==> src/rtl/fpcmp_pkg.sv <==
package fpcmp_pkg;

   // Decoded class of one operand
   typedef struct packed {
      logic nan;
      logic snan;
      logic inf;
      logic zero;
   } fp_class_t;

   // Registered result bundle, most significant first
   typedef struct packed {
      logic gt;
      logic lt;
      logic eq;
      logic unord;
      logic inf_any;
      logic a_zero;
      logic invalid;
   } cmp_flags_t;

   // Choice of ordering circuit
   typedef enum logic [0:0] {
      ORD_KEY     = 1'b0,   // map to a monotonic unsigned key, one compare
      ORD_SIGNMAG = 1'b1    // explicit sign test plus magnitude compare
   } order_style_e;

endpackage

==> src/rtl/fpcmp_classify.sv <==
module fpcmp_classify
   import fpcmp_pkg::*;
#(
   parameter int EXP_W  = 8,
   parameter int FRAC_W = 23,
   localparam int WORD_W = 1 + EXP_W + FRAC_W
) (
   input  logic [WORD_W-1:0] word,
   output fp_class_t         cls
);

   initial begin
      assert (EXP_W >= 2) else $error("fpcmp_classify: EXP_W must be at least 2");
      assert (FRAC_W >= 2) else $error("fpcmp_classify: FRAC_W must be at least 2");
   end

   logic [EXP_W-1:0]  exp_f;
   logic [FRAC_W-1:0] frac_f;
   logic              exp_max;
   logic              exp_min;
   logic              frac_nz;

   assign exp_f   = word[WORD_W-2 -: EXP_W];
   assign frac_f  = word[FRAC_W-1:0];
   assign exp_max = &exp_f;
   assign exp_min = ~|exp_f;
   assign frac_nz = |frac_f;

   always_comb begin
      cls.nan  = exp_max & frac_nz;
      cls.snan = exp_max & frac_nz & ~frac_f[FRAC_W-1];
      cls.inf  = exp_max & ~frac_nz;
      cls.zero = exp_min & ~frac_nz;
   end

   // A word belongs to at most one of NaN, infinity, zero
   always_comb begin
      assert ($countones({cls.nan, cls.inf, cls.zero}) <= 1)
         else $error("assert_class_exclusive_R7: overlapping operand classes");
   end

endmodule

==> src/rtl/fpcmp_order.sv <==
module fpcmp_order
   import fpcmp_pkg::*;
#(
   parameter int           EXP_W  = 8,
   parameter int           FRAC_W = 23,
   parameter order_style_e STYLE  = ORD_KEY,
   localparam int WORD_W = 1 + EXP_W + FRAC_W,
   localparam int MAG_W  = WORD_W - 1
) (
   input  logic [WORD_W-1:0] a,
   input  logic [WORD_W-1:0] b,
   input  logic              a_is_zero,
   input  logic              b_is_zero,
   output logic              a_gt,
   output logic              a_lt,
   output logic              a_eq
);

   logic             sa;
   logic             sb;
   logic [MAG_W-1:0] ma;
   logic [MAG_W-1:0] mb;

   assign sa = a[WORD_W-1];
   assign sb = b[WORD_W-1];
   assign ma = a[MAG_W-1:0];
   assign mb = b[MAG_W-1:0];

   generate
      if (STYLE == ORD_KEY) begin : g_key
         // Monotonic key: positive values above negatives, negative
         // magnitudes inverted; both zeros collapse onto the +0 key.
         logic [WORD_W-1:0] ka;
         logic [WORD_W-1:0] kb;

         always_comb begin
            if (a_is_zero)  ka = {1'b1, {MAG_W{1'b0}}};
            else if (sa)    ka = {1'b0, ~ma};
            else            ka = {1'b1, ma};
            if (b_is_zero)  kb = {1'b1, {MAG_W{1'b0}}};
            else if (sb)    kb = {1'b0, ~mb};
            else            kb = {1'b1, mb};
         end

         assign a_gt = ka > kb;
         assign a_lt = ka < kb;
         assign a_eq = ka == kb;
      end else begin : g_signmag
         logic mag_gt;
         logic mag_lt;

         assign mag_gt = ma > mb;
         assign mag_lt = ma < mb;

         always_comb begin
            a_gt = 1'b0;
            a_lt = 1'b0;
            a_eq = 1'b0;
            if (a_is_zero && b_is_zero) begin
               a_eq = 1'b1;
            end else if (sa != sb) begin
               a_gt = sb;
               a_lt = sa;
            end else if (!mag_gt && !mag_lt) begin
               a_eq = 1'b1;
            end else begin
               // Same sign: negative operands reverse the magnitude order
               a_gt = sa ? mag_lt : mag_gt;
               a_lt = sa ? mag_gt : mag_lt;
            end
         end
      end
   endgenerate

   always_comb begin
      assert ($countones({a_gt, a_lt, a_eq}) == 1)
         else $error("assert_order_onehot_R3: ordering outcome not one-hot");
   end

endmodule

==> src/rtl/fpcmp_unit.sv <==
module fpcmp_unit
   import fpcmp_pkg::*;
#(
   parameter int           EXP_W  = 8,
   parameter int           FRAC_W = 23,
   parameter order_style_e STYLE  = ORD_KEY,
   localparam int WORD_W = 1 + EXP_W + FRAC_W
) (
   input  logic              clk,
   input  logic              rst_n,
   input  logic              load,
   input  logic [WORD_W-1:0] op_a,
   input  logic [WORD_W-1:0] op_b,
   output logic              gt,
   output logic              lt,
   output logic              eq,
   output logic              unordered,
   output logic              inf_any,
   output logic              a_zero,
   output logic              invalid,
   output logic              ready
);

   fp_class_t  cls_a;
   fp_class_t  cls_b;
   logic       raw_gt;
   logic       raw_lt;
   logic       raw_eq;
   cmp_flags_t next_flags;
   cmp_flags_t flags_q;
   logic       ready_q;

   fpcmp_classify #(.EXP_W(EXP_W), .FRAC_W(FRAC_W)) u_cls_a (
      .word (op_a),
      .cls  (cls_a)
   );

   fpcmp_classify #(.EXP_W(EXP_W), .FRAC_W(FRAC_W)) u_cls_b (
      .word (op_b),
      .cls  (cls_b)
   );

   fpcmp_order #(.EXP_W(EXP_W), .FRAC_W(FRAC_W), .STYLE(STYLE)) u_order (
      .a         (op_a),
      .b         (op_b),
      .a_is_zero (cls_a.zero),
      .b_is_zero (cls_b.zero),
      .a_gt      (raw_gt),
      .a_lt      (raw_lt),
      .a_eq      (raw_eq)
   );

   // NaN masks the relational result
   always_comb begin
      next_flags.unord   = cls_a.nan | cls_b.nan;
      next_flags.gt      = raw_gt & ~next_flags.unord;
      next_flags.lt      = raw_lt & ~next_flags.unord;
      next_flags.eq      = raw_eq & ~next_flags.unord;
      next_flags.inf_any = cls_a.inf | cls_b.inf;
      next_flags.a_zero  = cls_a.zero;
      next_flags.invalid = cls_a.snan | cls_b.snan;
   end

   always_ff @(posedge clk or negedge rst_n) begin
      if (!rst_n) begin
         flags_q <= '0;
         ready_q <= 1'b0;
      end else begin
         ready_q <= load;
         if (load) flags_q <= next_flags;
      end
   end

   assign gt        = flags_q.gt;
   assign lt        = flags_q.lt;
   assign eq        = flags_q.eq;
   assign unordered = flags_q.unord;
   assign inf_any   = flags_q.inf_any;
   assign a_zero    = flags_q.a_zero;
   assign invalid   = flags_q.invalid;
   assign ready     = ready_q;

   assert_ready_after_load_R2: assert property (@(posedge clk) disable iff (!rst_n)
      load |=> ready);

   assert_ready_single_R2: assert property (@(posedge clk) disable iff (!rst_n)
      !load |=> !ready);

   assert_flags_hold_R2: assert property (@(posedge clk) disable iff (!rst_n)
      !load |=> $stable({gt, lt, eq, unordered, inf_any, a_zero, invalid}));

   assert_one_outcome_R12: assert property (@(posedge clk) disable iff (!rst_n)
      ready |-> ($countones({gt, lt, eq, unordered}) == 1));

   assert_snan_unordered_R10: assert property (@(posedge clk) disable iff (!rst_n)
      invalid |-> unordered);

   assert_zero_signless_R9: assert property (@(posedge clk) disable iff (!rst_n)
      (load && (op_a[WORD_W-2:0] == '0)) |=> a_zero);

   assert_inf_seen_R8: assert property (@(posedge clk) disable iff (!rst_n)
      (load && (&op_a[WORD_W-2 -: EXP_W]) && (op_a[FRAC_W-1:0] == '0)) |=> inf_any);

endmodule

==> config.mk <==
export PLATFORM = sky130hd
export DESIGN_NAME = fpcmp_unit
export DESIGN_NICKNAME = d
export VERILOG_FILES = /design/src/rtl/fpcmp_pkg.sv /design/src/rtl/fpcmp_classify.sv /design/src/rtl/fpcmp_order.sv /design/src/rtl/fpcmp_unit.sv
export SDC_FILE = /design/constraint.sdc
export NUM_CORES = 1
export LEC_CHECK = 0
export ABC_AREA = 1
export BUFFER_PORTS_ARGS = -buffer_cell sky130_fd_sc_hd__clkbuf_2
export CAP_MARGIN = 0
export CORE_ASPECT_RATIO = 1.4
export CORE_MARGIN = 8
export CORE_UTILIZATION = 25
export DETAILED_ROUTE_END_ITERATION = 10
export GPL_TIMING_DRIVEN = 0
export PLACE_DENSITY_LB_ADDON = 0.15
export REMOVE_ABC_BUFFERS = 1
export SLEW_MARGIN = 30
export SYNTH_ARGS = -nofsm -noshare
export SYNTH_HDL_FRONTEND = slang
export SYNTH_SLANG_ARGS = --single-unit
==> constraint.sdc <==
create_clock -name clk -period 0.8 [get_ports clk]
set_clock_uncertainty 0.1 [all_clocks]
set_input_delay 0.16 -clock clk [delete_from_list [all_inputs] [get_ports clk]]
set_output_delay 0.16 -clock clk [all_outputs]
set_load 0.02 [all_outputs]
==> results of run 1 <==
-- worst paths after layout --
path,cells past startpoint,end
worst max-delay path,19,gt
worst min-delay path,1,ready
worst max register to register,4,a_zero
worst min register to register,2,lt
max in group asynchronous,2,a_zero
min in group asynchronous,2,lt
-- power by group --
group          total [W]  internal [W]  switching (W)  leakage, nW
combinational    0.00222       0.00107        0.00115         1.56
sequential      0.000459      0.000438      0.0000210        0.101
clock           0.000852      0.000645       0.000206       0.0370
total            0.00353       0.00216        0.00138         1.70
-- cell usage in the layout, fill, tap and decap left out, types with 10 or more instances in the layout --
| cell | Yosys | layout |
|---|---|---|
| clkbuf_2 | 0 | 39 |
| buf_4 | 3 | 17 |
| ha_1 | 32 | 23 |
| nor2_4 | 1 | 21 |
| nand2_2 | 29 | 48 |
| nand2_1 | 64 | 40 |
| a21oi_1 | 13 | 10 |
| nor2_2 | 3 | 15 |
| xnor2_1 | 31 | 31 |
| nor2_1 | 80 | 48 |
| xor2_1 | 30 | 30 |
| buf_6 | 0 | 35 |
-- metal layers --
metal,share of wire,vias up
li1,-,1313
met1,0.38,1190
met2,0.59,41
met3,0.024,9
met4,0.012,0
met5,0,-
-- sequential cells by signal (all words and copies together) (netlist names) --
register / cells
unordered: 1
eq: 1
gt: 1
lt: 1
invalid: 1
inf_any: 1
a_zero: 1
ready: 1
-- worst max-delay path, stage by stage --
cell and delay [ps]:
buf_6 100, nor2_4 100, nand2_2 70, nor2_4 170, nand3_4 110, nor2_4 190, buf_6 150, clkinv_8 70
buf_8 140, nand2_2 50, ha_1 230, nand2_2 130, o21ai_1 90, a21oi_1 160, nand2_2 80, nand2_2 70
nand2_1 50, nand2_1 60, nand2_1 40
-- cell families after synthesis --
logic type                 Yosys count  synth area share
xor gates and xnor gates            61             0.230
buffers and inverters               29            0.0777
adders and majority gates           32             0.173
AOI/OAI and AO/OA                   21            0.0502
DFF                                  8            0.0863
and+or+nand+nor                    200             0.383
-- what timing repair did --
item                                   CTS  global route
gates cloned                             3             2
gates resized for setup                 35           186
setup buffers                            8            17
setup endpoints to repair               15            15
hold buffers                             1             0
endpoints found under the hold margin    8             0
pin swaps                               19            59
-- stage by stage --
stage	power [W]	setup TNS [ps]	utilization	setup WS (ps)
global route	0.00384	-7350	0.425	-1560
CTS	0.00304	-6580	0.332	-1360
global placement	0.00208	-8140	0.299	-2110
detailed placement	0.00212	-8250	0.302	-2110
floorplan	0.00155	-4580	-	-1370
finish	0.00353	-6460	0.425	-1410
-- final cells by class --
type	instances	area (um2)
Multi-Input combinational cell	314	2420
Clock buffer	3	75.1
Fill cell	932	5190
Tap cell	107	134
Timing Repair Buffer	101	876
Sequential cell	8	200
Inverter	15	78.8
Timing Repair inverter	5	52.6
==> impl_metrics.tcl, run 1 <==
set metrics [dict create \
    status "finished, violations left" \
    violations "negative setup slack" \
    grt_setup_unrepaired "true" \
    antenna_left 0 \
    worstSetupStartpointType "input pin" \
    syn_avg_cell_area_um2 6.61 \
    end_kind "flip-flop" \
    clk_path_buf_depth 2 \
    hold_start "load" \
    antenna_cells 0 \
    r2r_slack_ps -150 \
    boundaryPins 75 \
    vias_per_cell 4.62 \
    die_h_um 130 \
    post-route-period-util 2.76 \
    syn_inst 351 \
    ys.flop_type "dfrtp_1" \
    grt.busiest_layer "met2" \
    maxSlewHeadroom 0.651 \
    cts_made_buffers 3 \
    yosys_warnings 0 \
    maxCapViolations 0 \
    finalSetupViolations 15 \
    use_met3 0.0137 \
    leakage_nw 1.70 \
    cts_max_level 1 \
    start_util 0.257 \
    drv_slew 0 \
    vias 2553 \
    drtIter0Drc 52 \
    tritoncts_num_sinks 8 \
    fin_hold_ws_ps 42.1 \
    grt_usage 0.109 \
    rows 41 \
    finish.instance_area_um2 3840 \
    grt_pass1_wl_mm 11.4 \
    yosysMostFrequentCell "nor2_1" \
    wl_per_cell_um 14.2 \
    antenna_found_initial 0 \
    core_area_um2 9030 \
    syn_to_final_growth_pct 65.6 \
    dp_hpwl_mm 5.60 \
    yosysTopAreaCell "ha_1" \
    critPathArrivalTime_ps 2230 \
    crit_required_ps 820 \
    die_area_um2 12700 \
    placed_cells 519 \
    synthDistinctLibCells 29 \
    dpl_cell_area_um2 2730 \
    crit_start "op_b[15]" \
    synthTopCellsByCount "nor2_1, nand2_1, ha_1, xnor2_1, xor2_1" \
    drc_errors 0 \
    drtPass1Iterations 4 \
    drive_above_1_share 0.511 \
    report.final.hold_viol_count 0 \
    finalWirelength_mm 7.88 \
    grt_use_met2 0.224 \
    cts_tree "built" \
    crit_path_max_fanout 6 \
    grt_pass1_vias 2546 \
    worstMarginPinSlew_ps 523 \
    synth_seq_cells 8 \
    synth_top_cell_area_share 0.173 \
    insertion_delay_ps 230 \
    power_density_nw_per_um2 920 \
    crit_type "in2reg" \
    hold_path_class "in2reg" \
    fin_cells 553 \
    clkTransAtPathRegs_ps 40 \
    synth-async-reset-ratio 1.00 \
    port_buffers 74 \
    fin_crit_ps 2210 \
    synthTopCellsByArea "ha_1, nor2_1, xnor2_1, xor2_1, nand2_1" \
    syn-cell-area_um2 2320 \
    dieWidth_um 97.4 \
    overflow 0 \
    r2r_start "a_zero" \
    synth-edff-count 0 \
    clockRootBuffer "clkbuf_16" \
    finalWorstSetupSlack_ps -1410 \
    gp_congestion 0.724 \
    nNetsFinal 547 \
    max_freq_mhz 453 \
    grt_max_degree 33 \
    ys_seq_area_frac 0.0863 \
    gr-usage-met1 0.109 \
    ir_drop_uv 1440 \
]
(Power assumes the default switching activity.)
==> run 2, diff against run 1 <==
Settings changed: SKIP_CTS_REPAIR_TIMING set to 1.
==> run 2 against run 1 <==
- power fell by 4.1%
- the flow still finishes with violations (negative setup slack)
- critical endpoint unchanged
- flip-flop and latch count is the same
- design area decreased by 7.5%
- utilization decreased by 3.2 points
- largest power group unchanged
==> impl_metrics.tcl, run 2 (synthesized netlist as in run 1, its figures left out) <==
set metrics [dict create \
    status "finished, violations left" \
    violations "negative setup slack" \
    die_h_um 130 \
    hold_path_class "in2reg" \
    drive_above_1_share 0.441 \
    start_util 0.257 \
    layout_commonest_cell "nor2_1" \
    crit_path_max_fanout 15 \
    maxCapViolations 0 \
    post-route-period-util 2.69 \
    fin_crit_ps 2150 \
    nNetsFinal 534 \
    finalWorstSetupSlack_ps -1350 \
    antenna_left 0 \
    worstMarginPinSlew_ps 522 \
    ir_drop_uv 1480 \
    mostFrequentLayoutCells "nor2_1, nand2_1, clkbuf_2, nand2_2, xnor2_1" \
    rows 41 \
    grt_pass1_wl_mm 10.7 \
    drtPass1Iterations 4 \
    tritoncts_num_sinks 8 \
    finalSetupViolations 15 \
    syn_to_final_growth_pct 53.2 \
    clk_path_buf_depth 2 \
    fin_util 0.393 \
    finalWirelength_mm 7.35 \
    cts_max_level 1 \
    port_buffers 74 \
    clkTransAtPathRegs_ps 40 \
    leakage_nw 1.61 \
    fill_cells 949 \
    setup_tns_ps -6430 \
    report.final.hold_viol_count 0 \
    cts_made_buffers 3 \
    drv_slew 0 \
    overflow 0 \
    antenna_found_initial 0 \
    crit_type "in2reg" \
    cts_tree "built" \
    power_density_nw_per_um2 955 \
    core_area_um2 9030 \
    maxSlewHeadroom 0.652 \
    end_kind "flip-flop" \
    dp_hpwl_mm 5.60 \
    die_area_um2 12700 \
    vias 2442 \
    vias_per_cell 4.52 \
    worstSetupStartpointType "input pin" \
    antenna_cells 0 \
    grt_usage 0.100 \
    crit_required_ps 820 \
    gp_congestion 0.724 \
    clockRootBuffer "clkbuf_16" \
    dieWidth_um 97.4 \
    boundaryPins 75 \
    wl_per_cell_um 13.6 \
    fin_hold_ws_ps 39.5 \
    grt_setup_unrepaired "true" \
    max_freq_mhz 465 \
    drtIter0Drc 57 \
    critPathArrivalTime_ps 2170 \
    grt_max_degree 33 \
    total_power_w 0.00339 \
    drc_errors 0 \
    grt_pass1_vias 2425 \
    insertion_delay_ps 230 \
]
[run 2: cell types whose count changed in the layout (fill, tap and decap cells not counted), sizes merged]
cell      change
buf          -18
clkbuf        +6
clkinv        +2
clkinvlp      -1
inv           -2
[run 2: where the power goes]
part           internal [W]  total, W  leakage [nW]  switching, W
clock network      0.000644  0.000841        0.0370      0.000197
logic               0.00102   0.00209          1.47       0.00107
registers          0.000438  0.000457         0.101     0.0000190
total               0.00210   0.00339          1.61       0.00129
[run 2: worst paths after layout]
check                      startpoint  endpoint  slack [ps]  cells past startpoint
min                              load     ready          40                      1
min in group asynchronous       rst_n        lt         220                      2
max in group asynchronous       rst_n    a_zero         200                      2
max                          op_b[16]        gt       -1350                     19
max reg2reg                    a_zero    a_zero         -50                      3
min reg2reg                        gt        gt         390                      2
[run 2: per-stage QoR]
step	setup WS, ps	cells	cell area [um2]
2_1_floorplan	-1370	337	2200
3_3_place_gp	-2110	518	2700
3_5_place_dp	-2110	519	2730
4_1_cts	-1860	522	2800
5_1_grt	-1520	540	3550
6_report	-1350	540	3550
[run 2: area by class of cell]
type	count	area [um2]	area share
repair inverters	4	52.6	0.0148
clock buffers	3	75.1	0.0211
inverters	15	83.8	0.0236
repair buffers	89	709	0.200
well taps	107	134	0.0377
multi-input cells	314	2300	0.647
flip-flops and latches	8	200	0.0564
[run 2: metal layers]
metal,share of wire,up-vias,GRT usage
li1,-,1286,-
met5,0,-,0
met1,0.38,1110,0.0991
met2,0.58,38,0.210
met3,0.022,8,0.0132
met4,0.012,0,0.0242
[run 2: worst max-delay path, stage by stage]
cell	delay, ps
clkbuf_2	100
nor2_1	130
nand2_2	90
nor2_4	140
nand3_4	100
nor2_4	210
buf_6	150
inv_8	70
nand2_4	70
ha_4	210
buf_4	130
a21oi_2	120
nand2_1	80
a21oi_2	130
nand2_2	70
nand2_2	60
nand2_1	50
nand2_1	60
nand2_1	40
==> run 3, diff against run 2 <==
Settings changed: BUFFER_PORTS_ARGS -buffer_cell sky130_fd_sc_hd__clkbuf_2 to unset, DONT_BUFFER_PORTS set to 1.
==> run 3 against run 2 <==
- the run ends with negative hold slack, negative setup slack left
- critical path depth shrank 2
- first-iteration DRC count shrank 28%
- critical path type unchanged
- clock-buffer cell count unchanged
- final cell count is 15% lower
- critical endpoint unchanged
- maximum frequency rose by 4.6%
- setup slack gained 94 ps
- utilization decreased by 7.3 points
- power down 16%
- non-clock buffer count shrank 81
- die area is the same
==> impl_metrics.tcl, run 3 (synthesized netlist as in run 1, its figures left out) <==
set metrics [dict create \
    grt_setup_unrepaired "true" \
    crit_start "op_b[18]" \
    worst-r2r-cell-count 2 \
    r2r_slack_ps -30 \
    nNetsFinal 454 \
    finish.instance_area_um2 2890 \
    hold_path_class "in2reg" \
    cts_max_level 1 \
    dieWidth_um 97.4 \
    die_h_um 130 \
    finalWirelength_mm 7.41 \
    drtIter0Drc 41 \
    dpl_cell_area_um2 2330 \
    drv_slew 0 \
    crit_required_ps 820 \
    fill_cells 1016 \
    crit_path_max_fanout 15 \
    leakage_nw 1.19 \
    critPathArrivalTime_ps 2080 \
    syn_to_final_growth_pct 24.7 \
    p_int_w 0.00183 \
    maxSlewHeadroom 0.759 \
    critPathCapture "gt" \
    multi_input_area_um2 2250 \
    overflow 0 \
    p_seq_frac 0.177 \
    grt_pass1_vias 2152 \
    clk_path_buf_depth 2 \
    pre_cts_ws_ps -2100 \
    crit_type "in2reg" \
    tritoncts_num_sinks 8 \
    post-route-period-util 2.57 \
    vias_per_cell 4.66 \
    clockRootBuffer "clkbuf_16" \
    status "finished, violations left" \
    cts_tree "built" \
    start_util 0.257 \
    worstSetupStartpointType "input pin" \
    antenna_left 0 \
    violations "negative hold slack, negative setup slack" \
    ir_drop_uv 1340 \
    cts_made_buffers 3 \
    critPathBufInv 2 \
    cpPeakStageDelay_ps 240 \
    drtPass1Iterations 4 \
    fin_crit_ps 2060 \
    max_freq_mhz 486 \
    drc_errors 0 \
    fin_hold_ws_ps -24.6 \
    report.final.hold_viol_count 2 \
    finalSetupViolations 15 \
    dp_hpwl_mm 5.41 \
    grt_usage 0.0998 \
    worstPathCellList "nor2_1, nand2_2, nor2_4, nand3_4, nor2_4, buf_6, inv_8, nand2_2, ha_1, a21oi_2, nor2_1, nor2_1, nand3_2, a21oi_2, nand2_1, nand2_1, nand2_1" \
    p_clk_frac 0.297 \
    drive_above_1_share 0.334 \
    seq_area_um2 208 \
    antenna_found_initial 0 \
    switchingPower_w 0.00101 \
    core_area_um2 9030 \
    maxCapViolations 0 \
    mostFrequentLayoutCells "nor2_1, nand2_1, nand2_2, xnor2_1, xor2_1" \
    rows 41 \
    worstMarginPinSlew_ps 360 \
    wl_per_cell_um 16.1 \
    sw_frac_of_total 0.356 \
    power_density_nw_per_um2 982 \
    finalWorstSetupSlack_ps -1260 \
    vias 2143 \
    setup_tns_ps -5190 \
    antenna_cells 0 \
    die_area_um2 12700 \
    grt_pass1_wl_mm 10.4 \
    clkTransAtPathRegs_ps 40 \
    boundaryPins 75 \
    grt_max_degree 33 \
    crit_cells 17 \
    insertion_delay_ps 230 \
    combinationalPowerShare 0.526 \
    critPathTopFamily "simple AND/OR/NAND/NOR gates" \
    r2r_start "inf_any" \
    end_kind "flip-flop" \
    gp_congestion 0.746 \
    worstReg2RegEnd "inf_any" \
    critical_path.slowest_cell "ha_1" \
    port_buffers 0 \
]
## run 3: area by class of cell
| cell class | count | share of cell area |
|---|---|---|
| Multi-Input combinational cell | 314 | 0.780 |
| Sequential cell | 8 | 0.0719 |
| Tap cell | 107 | 0.0463 |
| Inverter | 15 | 0.0290 |
| Clock buffer | 3 | 0.0260 |
| Timing Repair Buffer | 8 | 0.0251 |
| Timing Repair inverter | 5 | 0.0221 |
## run 3: power by group through the flow
stage	clock, W	sequential, W	combinational, W
final	0.000841	0.000503	0.00149
after global routing	0.000878	0.000510	0.00174
after CTS	0.000860	0.000500	0.00127
after detailed placement	0	0.000505	0.00126
after global placement	0	0.000504	0.00124
after floorplan	0	0.000497	0.00105
## run 3: worst min-delay path by stage
stage / startpoint / end / slack [ps] / cells after the start
2_1_floorplan: rst_n / a_zero / -240 / 0
3_3_place_gp: rst_n / eq / -240 / 0
3_5_place_dp: rst_n / gt / -240 / 0
4_1_cts: rst_n / invalid / -480 / 0
5_1_grt: load / unordered / 8 / 2
6_report: load / unordered / -20 / 2
## run 3: metal layers
metal / GRT usage / vias to the layer above / part of all wire
li1: - / 1124 / -
met1: 0.0981 / 971 / 0.36
met2: 0.207 / 41 / 0.58
met3: 0.0201 / 7 / 0.046
met4: 0.0188 / 0 / 0.011
met5: 0 / - / 0
## run 3: stage by stage
| stage | power, W | cells | hold WS (ps) | util |
|---|---|---|---|---|
| finish | 0.00284 | 460 | -24.6 | 0.320 |
| global route | 0.00313 | 460 | 7.83 | 0.320 |
| CTS | 0.00263 | 447 | -482 | 0.266 |
| detailed placement | 0.00176 | 444 | -235 | 0.258 |
| global placement | 0.00175 | 444 | -235 | 0.258 |
| floorplan | 0.00155 | 337 | -236 | - |
